`src/rtl/irq_bank_pkg.sv`:
```
package irq_bank_pkg;

  localparam int unsigned REG_AW = 8;

  // byte offsets of the register port
  localparam logic [REG_AW-1:0] OFS_PEND      = 8'h00;
  localparam logic [REG_AW-1:0] OFS_PEND_SET  = 8'h04;
  localparam logic [REG_AW-1:0] OFS_PEND_CLR  = 8'h08;
  localparam logic [REG_AW-1:0] OFS_MASK      = 8'h0C;
  localparam logic [REG_AW-1:0] OFS_MASK_SET  = 8'h10;
  localparam logic [REG_AW-1:0] OFS_MASK_CLR  = 8'h14;

  // fixed source positions
  localparam int unsigned SRC_LINK_UP   = 4;
  localparam int unsigned SRC_LINK_DOWN = 5;
  localparam int unsigned SRC_RX_DONE   = 13;
  localparam int unsigned SRC_TX_DONE   = 16;
  localparam int unsigned SRC_MGMT_DONE = 23;
  localparam int unsigned SRC_MGMT_ERR  = 24;

  typedef enum logic [2:0] {
    SEL_NONE,
    SEL_PEND,
    SEL_PEND_SET,
    SEL_PEND_CLR,
    SEL_MASK,
    SEL_MASK_SET,
    SEL_MASK_CLR
  } reg_sel_e;

  function automatic reg_sel_e decode_offset(input logic [REG_AW-1:0] a);
    reg_sel_e s;
    case (a)
      OFS_PEND:     s = SEL_PEND;
      OFS_PEND_SET: s = SEL_PEND_SET;
      OFS_PEND_CLR: s = SEL_PEND_CLR;
      OFS_MASK:     s = SEL_MASK;
      OFS_MASK_SET: s = SEL_MASK_SET;
      OFS_MASK_CLR: s = SEL_MASK_CLR;
      default:      s = SEL_NONE;
    endcase
    return s;
  endfunction

endpackage

```
`src/rtl/irq_reg_decode.sv`:
```
module irq_reg_decode
  import irq_bank_pkg::*;
#(
  parameter int unsigned NSRC = 32
) (
  input  logic                req_valid,
  input  logic                req_write,
  input  logic [REG_AW-1:0]   req_addr,
  input  logic [NSRC-1:0]     req_wdata,
  output logic [NSRC-1:0]     pend_set_o,
  output logic [NSRC-1:0]     pend_clr_o,
  output logic [NSRC-1:0]     mask_set_o,
  output logic [NSRC-1:0]     mask_clr_o,
  output logic                rd_req_o,
  output reg_sel_e            rd_sel_o
);

  reg_sel_e sel;
  logic     wr_go;

  assign sel   = decode_offset(req_addr);
  assign wr_go = req_valid && req_write;

  // write strobes carry the data bits only when their register is hit
  assign pend_set_o = (wr_go && sel == SEL_PEND_SET) ? req_wdata : '0;
  assign pend_clr_o = (wr_go && sel == SEL_PEND_CLR) ? req_wdata : '0;
  assign mask_set_o = (wr_go && sel == SEL_MASK_SET) ? req_wdata : '0;
  assign mask_clr_o = (wr_go && sel == SEL_MASK_CLR) ? req_wdata : '0;

  assign rd_req_o = req_valid && !req_write;
  assign rd_sel_o = sel;

endmodule

```
`src/rtl/irq_state_bank.sv`:
```
module irq_state_bank #(
  parameter int unsigned NSRC = 32
) (
  input  logic            clk,
  input  logic            rst_n,
  input  logic [NSRC-1:0] evt_i,
  input  logic [NSRC-1:0] pend_set_i,
  input  logic [NSRC-1:0] pend_clr_i,
  input  logic [NSRC-1:0] mask_set_i,
  input  logic [NSRC-1:0] mask_clr_i,
  output logic [NSRC-1:0] pend_q,
  output logic [NSRC-1:0] mask_q
);

  // event and set dominate clear
  function automatic logic pend_next(input logic cur, input logic ev,
                                     input logic st, input logic cl);
    return ev | st | (cur & ~cl);
  endfunction

  function automatic logic mask_next(input logic cur, input logic st,
                                     input logic cl);
    return st | (cur & ~cl);
  endfunction

  for (genvar i = 0; i < NSRC; i++) begin : g_bit
    always_ff @(posedge clk or negedge rst_n) begin
      if (!rst_n) begin
        pend_q[i] <= 1'b0;
        mask_q[i] <= 1'b1;
      end else begin
        pend_q[i] <= pend_next(pend_q[i], evt_i[i], pend_set_i[i], pend_clr_i[i]);
        mask_q[i] <= mask_next(mask_q[i], mask_set_i[i], mask_clr_i[i]);
      end
    end
  end

  p_evt_sticky_r2: assert property (@(posedge clk) disable iff (!rst_n)
    1'b1 |=> ((pend_q & $past(evt_i)) == $past(evt_i)));

  p_evt_beats_clear_r7: assert property (@(posedge clk) disable iff (!rst_n)
    (|(evt_i & pend_clr_i)) |=>
      ((pend_q & $past(evt_i & pend_clr_i)) == $past(evt_i & pend_clr_i)));

  p_clear_exact_r4: assert property (@(posedge clk) disable iff (!rst_n)
    (|pend_clr_i) |=> ((pend_q & $past(pend_clr_i & ~evt_i)) == {NSRC{1'b0}}));

  p_set_exact_r5: assert property (@(posedge clk) disable iff (!rst_n)
    (|pend_set_i) |=> ((pend_q & $past(pend_set_i)) == $past(pend_set_i)));

  p_mask_set_exact_r6: assert property (@(posedge clk) disable iff (!rst_n)
    (|mask_set_i) |=> ((mask_q & $past(mask_set_i)) == $past(mask_set_i)));

  p_mask_clr_exact_r6: assert property (@(posedge clk) disable iff (!rst_n)
    (|mask_clr_i) |=> ((mask_q & $past(mask_clr_i)) == {NSRC{1'b0}}));

  p_quiet_hold_r10: assert property (@(posedge clk) disable iff (!rst_n)
    (evt_i == {NSRC{1'b0}} && pend_set_i == {NSRC{1'b0}} &&
     pend_clr_i == {NSRC{1'b0}}) |=> (pend_q == $past(pend_q)));

  p_mask_hold_r10: assert property (@(posedge clk) disable iff (!rst_n)
    (mask_set_i == {NSRC{1'b0}} && mask_clr_i == {NSRC{1'b0}})
      |=> (mask_q == $past(mask_q)));

endmodule

```
`src/rtl/irq_readback.sv`:
```
module irq_readback
  import irq_bank_pkg::*;
#(
  parameter int unsigned NSRC = 32
) (
  input  logic            clk,
  input  logic            rst_n,
  input  logic            rd_req_i,
  input  reg_sel_e        rd_sel_i,
  input  logic [NSRC-1:0] pend_i,
  input  logic [NSRC-1:0] mask_i,
  output logic            rsp_valid_o,
  output logic [NSRC-1:0] rsp_rdata_o
);

  // only the two state words read back; write-only and unlisted read zero
  function automatic logic [NSRC-1:0] read_mux(input reg_sel_e s,
                                               input logic [NSRC-1:0] p,
                                               input logic [NSRC-1:0] m);
    logic [NSRC-1:0] r;
    case (s)
      SEL_PEND: r = p;
      SEL_MASK: r = m;
      default:  r = '0;
    endcase
    return r;
  endfunction

  always_ff @(posedge clk or negedge rst_n) begin
    if (!rst_n) begin
      rsp_valid_o <= 1'b0;
      rsp_rdata_o <= '0;
    end else begin
      rsp_valid_o <= rd_req_i;
      rsp_rdata_o <= rd_req_i ? read_mux(rd_sel_i, pend_i, mask_i) : '0;
    end
  end

  p_rsp_follows_req_r9: assert property (@(posedge clk) disable iff (!rst_n)
    rd_req_i |=> rsp_valid_o);

  p_rsp_only_after_req_r9: assert property (@(posedge clk) disable iff (!rst_n)
    !rd_req_i |=> !rsp_valid_o);

  p_rdata_zero_idle_r9: assert property (@(posedge clk) disable iff (!rst_n)
    !rsp_valid_o |-> (rsp_rdata_o == {NSRC{1'b0}}));

  p_pend_read_raw_r8: assert property (@(posedge clk) disable iff (!rst_n)
    (rd_req_i && rd_sel_i == SEL_PEND) |=> (rsp_rdata_o == $past(pend_i)));

endmodule

```
`src/rtl/irq_bank_top.sv`:
```
module irq_bank_top
  import irq_bank_pkg::*;
#(
  parameter int unsigned NSRC = 32
) (
  input  logic              clk,
  input  logic              rst_n,
  input  logic [NSRC-1:0]   evt_i,
  input  logic              req_valid,
  input  logic              req_write,
  input  logic [REG_AW-1:0] req_addr,
  input  logic [NSRC-1:0]   req_wdata,
  output logic              rsp_valid,
  output logic [NSRC-1:0]   rsp_rdata,
  output logic              irq_o
);

  logic [NSRC-1:0] pend_set, pend_clr, mask_set, mask_clr;
  logic [NSRC-1:0] pend_q, mask_q;
  logic            rd_req;
  reg_sel_e        rd_sel;

  function automatic logic line_level(input logic [NSRC-1:0] p,
                                      input logic [NSRC-1:0] m);
    return |(p & ~m);
  endfunction

  irq_reg_decode #(.NSRC(NSRC)) u_decode (
    .req_valid  (req_valid),
    .req_write  (req_write),
    .req_addr   (req_addr),
    .req_wdata  (req_wdata),
    .pend_set_o (pend_set),
    .pend_clr_o (pend_clr),
    .mask_set_o (mask_set),
    .mask_clr_o (mask_clr),
    .rd_req_o   (rd_req),
    .rd_sel_o   (rd_sel)
  );

  irq_state_bank #(.NSRC(NSRC)) u_state (
    .clk        (clk),
    .rst_n      (rst_n),
    .evt_i      (evt_i),
    .pend_set_i (pend_set),
    .pend_clr_i (pend_clr),
    .mask_set_i (mask_set),
    .mask_clr_i (mask_clr),
    .pend_q     (pend_q),
    .mask_q     (mask_q)
  );

  irq_readback #(.NSRC(NSRC)) u_readback (
    .clk         (clk),
    .rst_n       (rst_n),
    .rd_req_i    (rd_req),
    .rd_sel_i    (rd_sel),
    .pend_i      (pend_q),
    .mask_i      (mask_q),
    .rsp_valid_o (rsp_valid),
    .rsp_rdata_o (rsp_rdata)
  );

  assign irq_o = line_level(pend_q, mask_q);

  p_all_masked_low_r3: assert property (@(posedge clk) disable iff (!rst_n)
    (&mask_q) |-> !irq_o);

  p_none_pending_low_r3: assert property (@(posedge clk) disable iff (!rst_n)
    (pend_q == {NSRC{1'b0}}) |-> !irq_o);

  p_unmasked_event_raises_r3: assert property (@(posedge clk) disable iff (!rst_n)
    (|(evt_i & ~mask_q & ~mask_set)) |=> irq_o);

endmodule

```
`config.mk`:
```
export PLATFORM = sky130hd
export DESIGN_NAME = irq_bank_top
export DESIGN_NICKNAME = d
export VERILOG_FILES = /design/src/rtl/irq_bank_pkg.sv /design/src/rtl/irq_reg_decode.sv /design/src/rtl/irq_state_bank.sv /design/src/rtl/irq_readback.sv /design/src/rtl/irq_bank_top.sv
export SDC_FILE = /design/constraint.sdc
export NUM_CORES = 1
export LEC_CHECK = 0
export ABC_AREA = 1
export BUFFER_PORTS_ARGS = -buffer_cell sky130_fd_sc_hd__buf_2
export CORE_MARGIN = 2
export CORE_UTILIZATION = 55
export CTS_CLUSTER_DIAMETER = 50
export CTS_CLUSTER_SIZE = 20
export DETAILED_ROUTE_END_ITERATION = 16
export PLACE_DENSITY = 0.81
export SLEW_MARGIN = 20
export SYNTH_ARGS = -nofsm -noshare
export SYNTH_HDL_FRONTEND = slang
export SYNTH_SLANG_ARGS = --single-unit
export TNS_END_PERCENT = 5
```
`constraint.sdc`:
```
create_clock -name clk -period 1.31 [get_ports clk]
set_input_delay 0.0655 -clock clk [delete_from_list [all_inputs] [get_ports clk]]
set_output_delay 0.0655 -clock clk [all_outputs]
set_load 0.05 [all_outputs]
```
==> qor.yml, run 1 <==
synth-seq-area-share_pct: 48.3
grt_max_degree: 98
gp_congestion: 0.856
powerDensity_mw_per_mm2: 873
die_area_mm2: 0.0101
finalCritPeriodShare_pct: 132
antenna_found_initial: 0
start_util_pct: 56.1
drt-pass1-iter-count: 5
ys_ff_latch: 97
path_max_fanout: 3
synth_common_cells: "187 x nand2_1, 134 x inv_1, 129 x nand3_1, 65 x dfrtp_1"
syn_nets: 766
post_drt_wl_per_cell_um: 14.0
min_path_type: "in2reg"
synth.area.top_cells: "dfrtp_1 32%, dfstp_2 16%, nand2_1 14%, nand3_1 13%, inv_1 9.9%"
synth_top_area_share_pct: 31.9
cp-end-kind: "output pin"
ir_worst_vdd_mv: 0.470
hpwl_mm: 8.37
setup_viol_count_final: 1
drc: 0
post-route-util_pct: 75.3
cts.sinks: 97
violations: "negative setup slack"
setup_ws_ns: -0.425
core_mm2: 0.00911
maxSlewHeadroom_pct: 66.6
grt_pass1_wl_mm: 23.5
run_status: "finished, violations left"
fmax_ghz: 0.577
path_common_cell: "nand2_1"
multiInputGateArea_mm2: 0.00192
postLayoutCellArea_mm2: 0.00686
nets: 953
synth-edff-count: 0
wirelength_mm: 13.9
yosysMostFrequentCell: "nand2_1"
hold_violations: 0
yosysTopAreaCell: "dfrtp_1"
placementRows: 35
cts_root_buffer: "clkbuf_8"
crit_chain: "inv_1 > nand2_1 > o21ai_1 > nor2_1 > nand2_1 > nor2_1 > nand2_1 > buf_6"
synth_ff_type: "dfrtp_1"
period_needed_ns: 1.73
antenna_left: 0
synth.distinct_cells: 21
leakage_nw: 3.76
worstPathRequired_ns: 1.24
drtIter0Drc: 300
dr_total_vias: 5196
rsz0062_at_grt: "yes"
syn_avg_cell_area_um2: 7.40
diodes: 0
critPathMaxStageDelay_ns: 0.56
grt_pass1_vias: 5147
io_pins: 110
area_growth_pct: 34.4
vias_per_cell: 5.23
htreeDepth: 3
slew_viol_final: 0
synth_warnings: 0
worst_pin_slew_ns: 0.502
die_h_um: 100
async_flop_share_pct: 100
grt_usage_pct: 29.3
path_class: "reg2out"
die_x_um: 100
rrSetupSlack_ns: 0.14
cts_buffers: 9
portBuffers: 109
fillers: 650
syn_inst: 690
drv_cap: 0
postPlaceCellArea_mm2: 0.00593
clock_latency_ns: 0.37
worstPathArrival_ns: 1.67
cts.reportedPaths.clkPinSlew_ns: 0.10
worst_setup_path_start_kind: "flip-flop"
drive_gt1_share_pct: 23.8
cts_buffer_depth: 2
tritoncts: "done"
syn_area_mm2: 0.00511
worst_path_max_delay_cell: "dfstp_2"
regArea_mm2: 0.00247
skew_ns: 0.00783
grt-ovfl-total: 0
[worst max-delay path, delay by kind of cell (launching register included)]
kind,cells,cell delay [ns]
compound gates,1,0.07
buf+inv,2,0.20
flops,1,0.56
simple gates,5,0.46
[placed cells by master (no fill, tap or decap)]
cell type      instances
a21oi_1               32
buf_12                 8
buf_2                107
buf_4                 25
buf_6                  3
bufinv_16              2
clkbuf_8               9
clkinv_4               2
clkinvlp_4             2
dfrtp_1               65
dfstp_2               32
dlygate4sd3_1         67
inv_1                132
inv_2                  6
inv_8                  1
nand2_1              187
nand2_4                1
nand3_1              129
nand3_2                2
nor2_1                12
nor2_2                 4
nor2_4                 5
nor3_4                 1
o21ai_0               24
o21ai_1               24
[state kept, by name, indices dropped and copies added (netlist names)]
signal and count:
u_state.mask_q 32, u_state.pend_q 32, u_readback.rsp_rdata_o 32, u_readback.rsp_valid_o 1
[routing by layer]
layer | vias to the layer above | share of wire (%) | GRT usage [%]
met5 | - | 0 | 0
met4 | 0 | 3.2 | 13.9
met3 | 44 | 5.7 | 3.41
met2 | 217 | 52 | 52.1
met1 | 2427 | 40 | 35.2
li1 | 2508 | - | -
[power breakdown]
| part | internal (mW) | switching [mW] | leakage (nW) |
|---|---|---|---|
| Sequential | 3.05 | 0.0182 | 1.07 |
| Combinational | 0.319 | 0.380 | 2.58 |
| Clock | 1.09 | 1.13 | 0.108 |
| Total | 4.46 | 1.53 | 3.76 |
[cells by family (layout without fill, tap and decap cells)]
family | after synthesis | after routing | synth area share [%]
AOI/OAI and AO/OA | 80 | 80 | 7.84
and+or+nand+nor | 341 | 341 | 29.7
buffers and inverters | 172 | 364 | 14.1
DFF | 97 | 97 | 48.3
[worst paths after layout]
| path | start | endpoint | depth (start not counted) |
|---|---|---|---|
| worst min register to register | u_state.mask_q[30] | u_state.mask_q[30] | 2 |
| worst max register to register | u_state.mask_q[13] | u_readback.rsp_rdata_o[13] | 4 |
| max in group asynchronous | rst_n | u_state.mask_q[0] | 3 |
| worst min-delay path | req_addr[3] | u_readback.rsp_rdata_o[1] | 6 |
| worst max-delay path | u_state.mask_q[16] | irq_o | 8 |
| min in group asynchronous | rst_n | u_readback.rsp_rdata_o[27] | 3 |
[repair_timing]
| action | 4_1_cts | 5_1_grt |
|---|---|---|
| buffers inserted | 0 | 2 |
| endpoints found under the hold margin | 130 | 0 |
| pin swaps | 5 | 9 |
| endpoints found under the setup margin | 1 | 4 |
| gates resized for setup | 6 | 9 |
| hold buffers | 67 | 0 |
[per-stage QoR]
step / setup WS [ns] / std cells / total power [mW] / hold slack (ns) / TNS (ns)
after global placement: -0.0895 / 908 / 3.63 / 0.155 / -0.0895
after global routing: -0.497 / 993 / 6.21 / 0.312 / -0.500
after floorplan: 0.0744 / 690 / 3.33 / -0.230 / 0
final: -0.425 / 993 / 5.99 / 0.282 / -0.425
after detailed placement: -0.0798 / 908 / 3.64 / 0.161 / -0.0798
after CTS: -0.407 / 991 / 5.98 / 0.262 / -0.407
[area by class of cell]
cell class                 instances  share of cell area, %
clock buffer                       9                   1.81
timing repair buffer             210                   23.1
multi-input combinational        421                   28.0
clock inverter                     7                   1.51
inverter                         138                   7.55
tap                              111                   2.02
sequential                        97                   36.0
Power figures use the tool's default switching activity.
==> inputs of run 2 (changes only) <==
--- a/config.mk
+++ b/config.mk
@@ -5,14 +5,13 @@
 export SDC_FILE = /design/constraint.sdc
 export NUM_CORES = 1
 export LEC_CHECK = 0
-export ABC_AREA = 1
 export BUFFER_PORTS_ARGS = -buffer_cell sky130_fd_sc_hd__buf_2
 export CORE_MARGIN = 2
-export CORE_UTILIZATION = 55
+export CORE_UTILIZATION = 50
 export CTS_CLUSTER_DIAMETER = 50
 export CTS_CLUSTER_SIZE = 20
 export DETAILED_ROUTE_END_ITERATION = 16
-export PLACE_DENSITY = 0.81
+export PLACE_DENSITY = 0.77
 export SLEW_MARGIN = 20
 export SYNTH_ARGS = -nofsm -noshare
 export SYNTH_HDL_FRONTEND = slang
==> run 2 against run 1 <==
Compared with the run above:
- the run still ends with negative setup slack left
- clock power down 15%
- hold slack worse by 0.22 ns
- via count down 21%
- total power down 3.8%
- critical path depth down 3
- die area down 8.6%
- sequential power about the same
- largest power group unchanged
- clock skew up 0.0041 ns
- synthesized area down 17%
- cell count down 27%
- maximum frequency down 19%
- sequential share of layout area up 3.0 points
==> qor.yml, run 2 <==
start_util_pct: 51.4
yosysTopAreaCell: "dfrtp_1"
die_area_mm2: 0.00920
tritoncts: "done"
drv_cap: 0
synth_warnings: 0
fillers: 491
rrSetupSlack_ns: 0.27
hold_ws_ns: 0.0581
synth_compound_area_share_pct: 16.1
period_needed_ns: 2.13
area_growth_pct: 49.9
nets: 693
htreeDepth: 3
rsz0062_at_grt: "yes"
worst_pin_slew_ns: 0.400
core_mm2: 0.00822
gp_congestion: 0.865
run_status: "finished, violations left"
synth.area.top_cells: "dfrtp_1 38%, dfstp_2 20%, a22oi_1 8.5%, a221o_1 7.6%, mux2i_1 7.6%"
placementRows: 33
worstHoldStart: "req_addr[2]"
syn_area_mm2: 0.00423
path_class: "reg2out"
portBuffers: 109
powerDensity_mw_per_mm2: 910
min_path_type: "in2reg"
finalCritPeriodShare_pct: 163
hold_end: "u_state.mask_q[10]"
worst_path_max_delay_cell: "dfstp_2"
hold_depth: 3
die_x_um: 95.9
grt_usage_pct: 30.5
worstPathArrival_ns: 2.06
synthAdderAreaFrac_pct: 0
syn_inst: 380
async_flop_share_pct: 100
path_max_fanout: 2
drtIter0Drc: 333
diodes: 0
antenna_found_initial: 0
grt_pass1_wl_mm: 21.0
syn_avg_cell_area_um2: 11.1
skew_ns: 0.0119
cts_buffer_depth: 2
cp-end-kind: "output pin"
cts_setup_buffers: 0
drt-pass1-iter-count: 5
clock_latency_ns: 0.37
synthXorXnorAreaFrac_pct: 0
critPathMaxStageDelay_ns: 0.55
violations: "negative setup slack"
synth-edff-count: 0
synth_ff_type: "dfrtp_1"
grt_pass1_vias: 4304
synth.distinct_cells: 25
leakage_nw: 3.21
cts.reportedPaths.clkPinSlew_ns: 0.10
synth_common_cells: "65 x dfrtp_1, 65 x nand2_1, 48 x a22oi_1, 34 x nor2_1"
fmax_ghz: 0.470
setup_viol_count_final: 32
ys_ff_latch: 97
crit_family: "simple AND/OR/NAND/NOR gates"
synth-simple-area-share_pct: 11.8
cp_num_buf_inv: 2
ir_worst_vdd_mv: 0.518
worstPathRequired_ns: 1.24
layout_commonest_cell: "buf_2"
setup_tns_ns: -4.73
dr_total_vias: 4128
die_h_um: 95.9
synthMuxAreaShare_pct: 7.58
io_pins: 110
crit_chain: "inv_1 > a22oi_2 > nand4_1 > or4_4 > buf_6"
setup_ws_ns: -0.819
final_cell_mix: "107 x buf_2, 68 x buf_4, 67 x dlygate4sd3_1"
antenna_left: 0
cts_buffers: 9
synth-seq-area-share_pct: 58.4
slew_viol_final: 0
grt_max_degree: 33
post_drt_wl_per_cell_um: 18.2
hold_violations: 0
rr_startpoint: "u_state.pend_q[14]"
worst_setup_path_start_kind: "flip-flop"
reg_top3: "u_readback.rsp_rdata_o x32, u_state.mask_q x32, u_state.pend_q x32"
r2r-end: "u_state.pend_q[14]"
wirelength_mm: 13.2
vias_per_cell: 5.68
reg2regPathDepth: 2
maxSlewHeadroom_pct: 73.3
synth_top_area_share_pct: 38.5
hpwl_mm: 8.05
synth_top_family_by_area: "compound AO/OA/AOI/OAI gates"
grt-ovfl-total: 0
drive_gt1_share_pct: 39.5
drc: 0
cts.sinks: 97
cts_root_buffer: "clkbuf_8"
syn_nets: 456
[run 2: changes by cell type after synthesis, moves of 5 or more]
| cell | previous run | this run |
|---|---|---|
| nor2_4 | 5 | 0 |
| o21ai_0 | 32 | 0 |
| buf_2 | 12 | 3 |
| nor2_1 | 13 | 34 |
| nand3_1 | 129 | 1 |
| o21ai_1 | 16 | 0 |
| nand2_1 | 187 | 65 |
| a22oi_1 | 0 | 48 |
| clkbuf_1 | 4 | 14 |
| a221o_1 | 0 | 32 |
| mux2i_1 | 0 | 32 |
| a21oi_1 | 32 | 0 |
| buf_4 | 9 | 2 |
| inv_1 | 134 | 32 |
[run 2: repair_timing]
item,CTS,global route
hold buffers,67,0
resized for setup,11,1
hold endpoints to repair,137,0
pin swaps,2,1
setup endpoints to repair,32,33
[run 2: per-stage QoR]
stage	power, mW	std cells	util (%)	setup slack [ns]	area, µm²
finish	5.76	727	77.1	-0.819	6330
global route	5.95	727	77.1	-0.860	6330
CTS	5.73	727	77.0	-0.781	6330
detailed placement	3.72	644	66.0	-0.535	5420
global placement	3.70	644	66.0	-0.476	5420
floorplan	3.36	380	-	-0.273	4230
[run 2: worst max path at each step]
stage	from	endpoint	slack, ns	cells past startpoint
after floorplan	req_addr[7]	u_state.pend_q[0]	-0.27	5
after global placement	u_state.mask_q[30]	irq_o	-0.48	5
after detailed placement	req_addr[7]	u_state.pend_q[14]	-0.53	6
after CTS	u_state.mask_q[26]	irq_o	-0.78	5
after global routing	u_state.mask_q[17]	irq_o	-0.86	5
final	u_state.mask_q[17]	irq_o	-0.82	5
[run 2: power by group]
part | internal, mW | leakage [nW] | switching [mW]
sequential | 3.05 | 1.08 | 0.0164
combinational | 0.405 | 2.05 | 0.402
clock | 0.767 | 0.0899 | 1.12
[run 2: logic make-up (layout without fill, tap and decap cells)]
kind of cell / after synthesis / count (layout)
simple gates: 115 / 115
buf+inv: 56 / 298
flops: 97 / 97
compound gates: 80 / 80
mux: 32 / 32
[run 2: per-layer routing]
layer	wire length, µm	part of all wire (%)	track usage (%)	up-vias
met1	5070	38	37.6	2002
li1	-	-	-	1818
met2	6670	50	52.3	257
met5	0	0	0	-
met4	450	3.4	14.4	0
met3	1050	7.9	5.01	51
[run 2: worst register-to-register path: stages (launching register included)]
cell and delay (ns):
dfrtp_1 0.44, buf_4 0.16, a221o_1 0.33
[run 2: layout make-up]
cell class / instances / area, µm² / share of cell area (%)
repair buffers: 250 / 1870 / 29.5
well taps: 105 / 131 / 2.07
flip-flops and latches: 97 / 2470 / 39.0
inverters: 32 / 120 / 1.90
multi-input cells: 227 / 1560 / 24.6
clock buffers: 10 / 138 / 2.17
clock inverters: 6 / 50.0 / 0.790
==> inputs of run 3 (changes only) <==
--- a/config.mk
+++ b/config.mk
@@ -11,9 +11,10 @@
 export CTS_CLUSTER_DIAMETER = 50
 export CTS_CLUSTER_SIZE = 20
 export DETAILED_ROUTE_END_ITERATION = 16
-export PLACE_DENSITY = 0.77
+export PLACE_DENSITY = 0.73
 export SLEW_MARGIN = 20
 export SYNTH_ARGS = -nofsm -noshare
 export SYNTH_HDL_FRONTEND = slang
+export SYNTH_HIERARCHICAL = 1
 export SYNTH_SLANG_ARGS = --single-unit
 export TNS_END_PERCENT = 5
==> run 3 against run 2 <==
Compared with the run above:
- synthesized area rose by 60%
- sequential share of layout area fell by 11 points
- clock power rose by 49%
- maximum frequency rose by 14%
- utilization fell by 9.7 points
- register-to-register slack barely moved
- cell count rose by 54%
- global-route usage fell by 2.2 points
- sequential power barely moved
- the flow still finishes with violations (negative setup slack)
- non-clock buffer count rose by 7
- clock skew fell by 0.0047 ns
==> qor.yml, run 3 <==
run_status: "finished, violations left"
violations: "negative setup slack"
reg_top3: "u_readback/rsp_rdata_o x32, u_state/mask_q x32, u_state/pend_q x32"
yosysMostFrequentCell: "inv_1"
hold_depth: 4
cts_buffers: 9
setup_ws_ns: -0.559
antenna_left: 0
path_max_fanout: 2
synthMuxAreaShare_pct: 0
synthXorXnorAreaFrac_pct: 0
post_drt_wl_per_cell_um: 18.3
hold_end: "u_state/mask_q[15]"
nets: 1018
grt_usage_pct: 28.3
cts_setup_buffers: 0
syn_avg_cell_area_um2: 8.95
worstPathRequired_ns: 1.24
cts.sinks: 97
drt-pass1-iter-count: 6
gp_congestion: 0.874
finalCritPeriodShare_pct: 143
die_area_mm2: 0.0144
cts_buffer_depth: 2
drv_cap: 0
worst_pin_slew_ns: 0.465
htreeDepth: 3
synth-simple-area-share_pct: 40.8
syn_area_mm2: 0.00675
cp-end-kind: "output pin"
synth.distinct_cells: 29
rsz0062_at_grt: "yes"
synth_compound_area_share_pct: 10.1
critPathMaxStageDelay_ns: 0.56
path_class: "reg2out"
synthAdderAreaFrac_pct: 0
die_h_um: 120
final_cell_count_no_fill: 1123
ys_ff_latch: 97
cts.reportedPaths.clkPinSlew_ns: 0.08
syn_nets: 830
worstHoldStart: "req_wdata[15]"
r2r-end: "u_readback/rsp_rdata_o[7]"
wirelength_mm: 20.5
async_flop_share_pct: 100
grt_pass1_wl_mm: 32.4
grt-ovfl-total: 0
layout_commonest_cell: "buf_2"
leakage_nw: 4.00
placementRows: 42
worstPathArrival_ns: 1.80
fmax_ghz: 0.535
reg2regPathDepth: 3
rr_startpoint: "u_state/mask_q[7]"
start_util_pct: 51.2
maxSlewHeadroom_pct: 69.0
synth-edff-count: 0
placedCellCount: 1074
worst_path_max_delay_cell: "dfstp_2"
synth.area.top_cells: "dfrtp_1 24%, nor4_2 16%, dfstp_2 12%, nand3b_1 7.2%, nand2b_1 6.1%"
area_growth_pct: 31.8
synth-seq-area-share_pct: 36.6
portBuffers: 109
slew_viol_final: 0
syn_inst: 754
crit_chain: "o22ai_4 > nor4_4 > buf_4 > nand4_1 > buf_6"
yosysTopAreaCell: "dfrtp_1"
worst_setup_path_start_kind: "flip-flop"
drc: 0
diodes: 0
vias_per_cell: 5.89
antenna_found_initial: 0
die_x_um: 120
core_mm2: 0.0132
clock_latency_ns: 0.35
ir_worst_vdd_mv: 0.597
powerDensity_mw_per_mm2: 789
hpwl_mm: 13.9
synth_warnings: 6
skew_ns: 0.00723
cts_root_buffer: "clkbuf_16"
final_cell_mix: "107 x buf_2, 96 x inv_1, 96 x buf_4"
setup_viol_count_final: 1
hold_violations: 0
drive_gt1_share_pct: 39.9
min_path_type: "in2reg"
dr_total_vias: 6613
rrSetupSlack_ns: 0.28
synth_ff_type: "dfrtp_1"
period_needed_ns: 1.87
synth_common_cells: "96 x inv_1, 87 x nor4_2, 66 x nand2b_1, 65 x dfrtp_1, 65 x nand3b_1"
hold_ws_ns: 0.101
grt_pass1_vias: 6531
io_pins: 110
tritoncts: "done"
synth_top_area_share_pct: 24.1
fillers: 1018
drtIter0Drc: 563
synth_top_family_by_area: "simple AND/OR/NAND/NOR gates"
grt_max_degree: 45
## run 3: cell count changes after synthesis, moves of 42 or more
cell      previous run  this run
a22oi_1             48         0
nand2b_1             0        66
nor4_1               1        43
inv_1               32        96
nand3b_1             0        65
nor4_2               0        87
## run 3: cell type report
class	count	area, µm²	share of cell area [%]
Timing Repair Buffer	257	1960	22.1
Sequential cell	97	2470	27.7
Multi-Input combinational cell	481	3560	40.1
Inverter	96	360	4.05
Clock inverter	5	63.8	0.718
Clock buffer	11	253	2.84
Tap cell	176	220	2.48
## run 3: power by group
| part | internal, mW | switching, mW |
|---|---|---|
| Combinational | 0.446 | 0.680 |
| Sequential | 3.05 | 0.0202 |
| Clock | 1.60 | 1.23 |
| Total | 5.09 | 1.93 |
## run 3: repair_timing
action,in CTS,in global routing
gates resized for setup,4,14
hold buffers,33,0
hold endpoints to repair,100,0
endpoints found under the setup margin,1,33
pin swaps,1,6
## run 3: cells by family (layout without fill, tap and decap cells)
| kind of cell | Yosys count | after routing |
|---|---|---|
| AOI/OAI and AO/OA | 115 | 115 |
| buffers and inverters | 176 | 369 |
| DFF | 97 | 97 |
| and+or+nand+nor | 366 | 366 |
## run 3: per-stage QoR
step | worst slack (ns) | TNS [ns] | power [mW] | cell area (µm²) | util, %
2_1_floorplan | -0.235 | -9.47 | 3.64 | 6780 | -
3_3_place_gp | -0.376 | -20.22 | 4.11 | 8160 | 61.9
3_5_place_dp | -0.385 | -23.47 | 4.14 | 8160 | 61.9
4_1_cts | -0.598 | -0.598 | 7.01 | 8820 | 66.9
5_1_grt | -0.594 | -0.785 | 7.25 | 8890 | 67.4
6_report | -0.559 | -0.559 | 7.02 | 8890 | 67.4
## run 3: per-layer routing
layer / vias up / global-route usage, % / wire, µm
met5: - / 0 / 0
met4: 0 / 13.7 / 720
met3: 69 / 3.54 / 1260
met2: 321 / 46.7 / 10100
met1: 3231 / 36.9 / 8460
li1: 2992 / - / -
## run 3: how the worst max path moves through the flow
stage                            start                    endpoint  slack (ns)  cells after the start
floorplan                  req_addr[1]  u_readback/rsp_rdata_o[23]       -0.24                      9
global placement    u_state/mask_q[14]                       irq_o       -0.38                      5
detailed placement  u_state/mask_q[14]                       irq_o       -0.38                      5
CTS                 u_state/mask_q[11]                       irq_o       -0.60                      5
global route         u_state/mask_q[4]                       irq_o       -0.59                      5
finish              u_state/mask_q[14]                       irq_o       -0.56                      5
## run 3: critical path: cells and delay by family, from the launching register on
kind / cells / cell delay [ns]
flip-flops: 1 / 0.56
AND/OR/NAND/NOR: 2 / 0.44
buffers and inverters: 2 / 0.35
AO/OA/AOI/OAI: 1 / 0.08
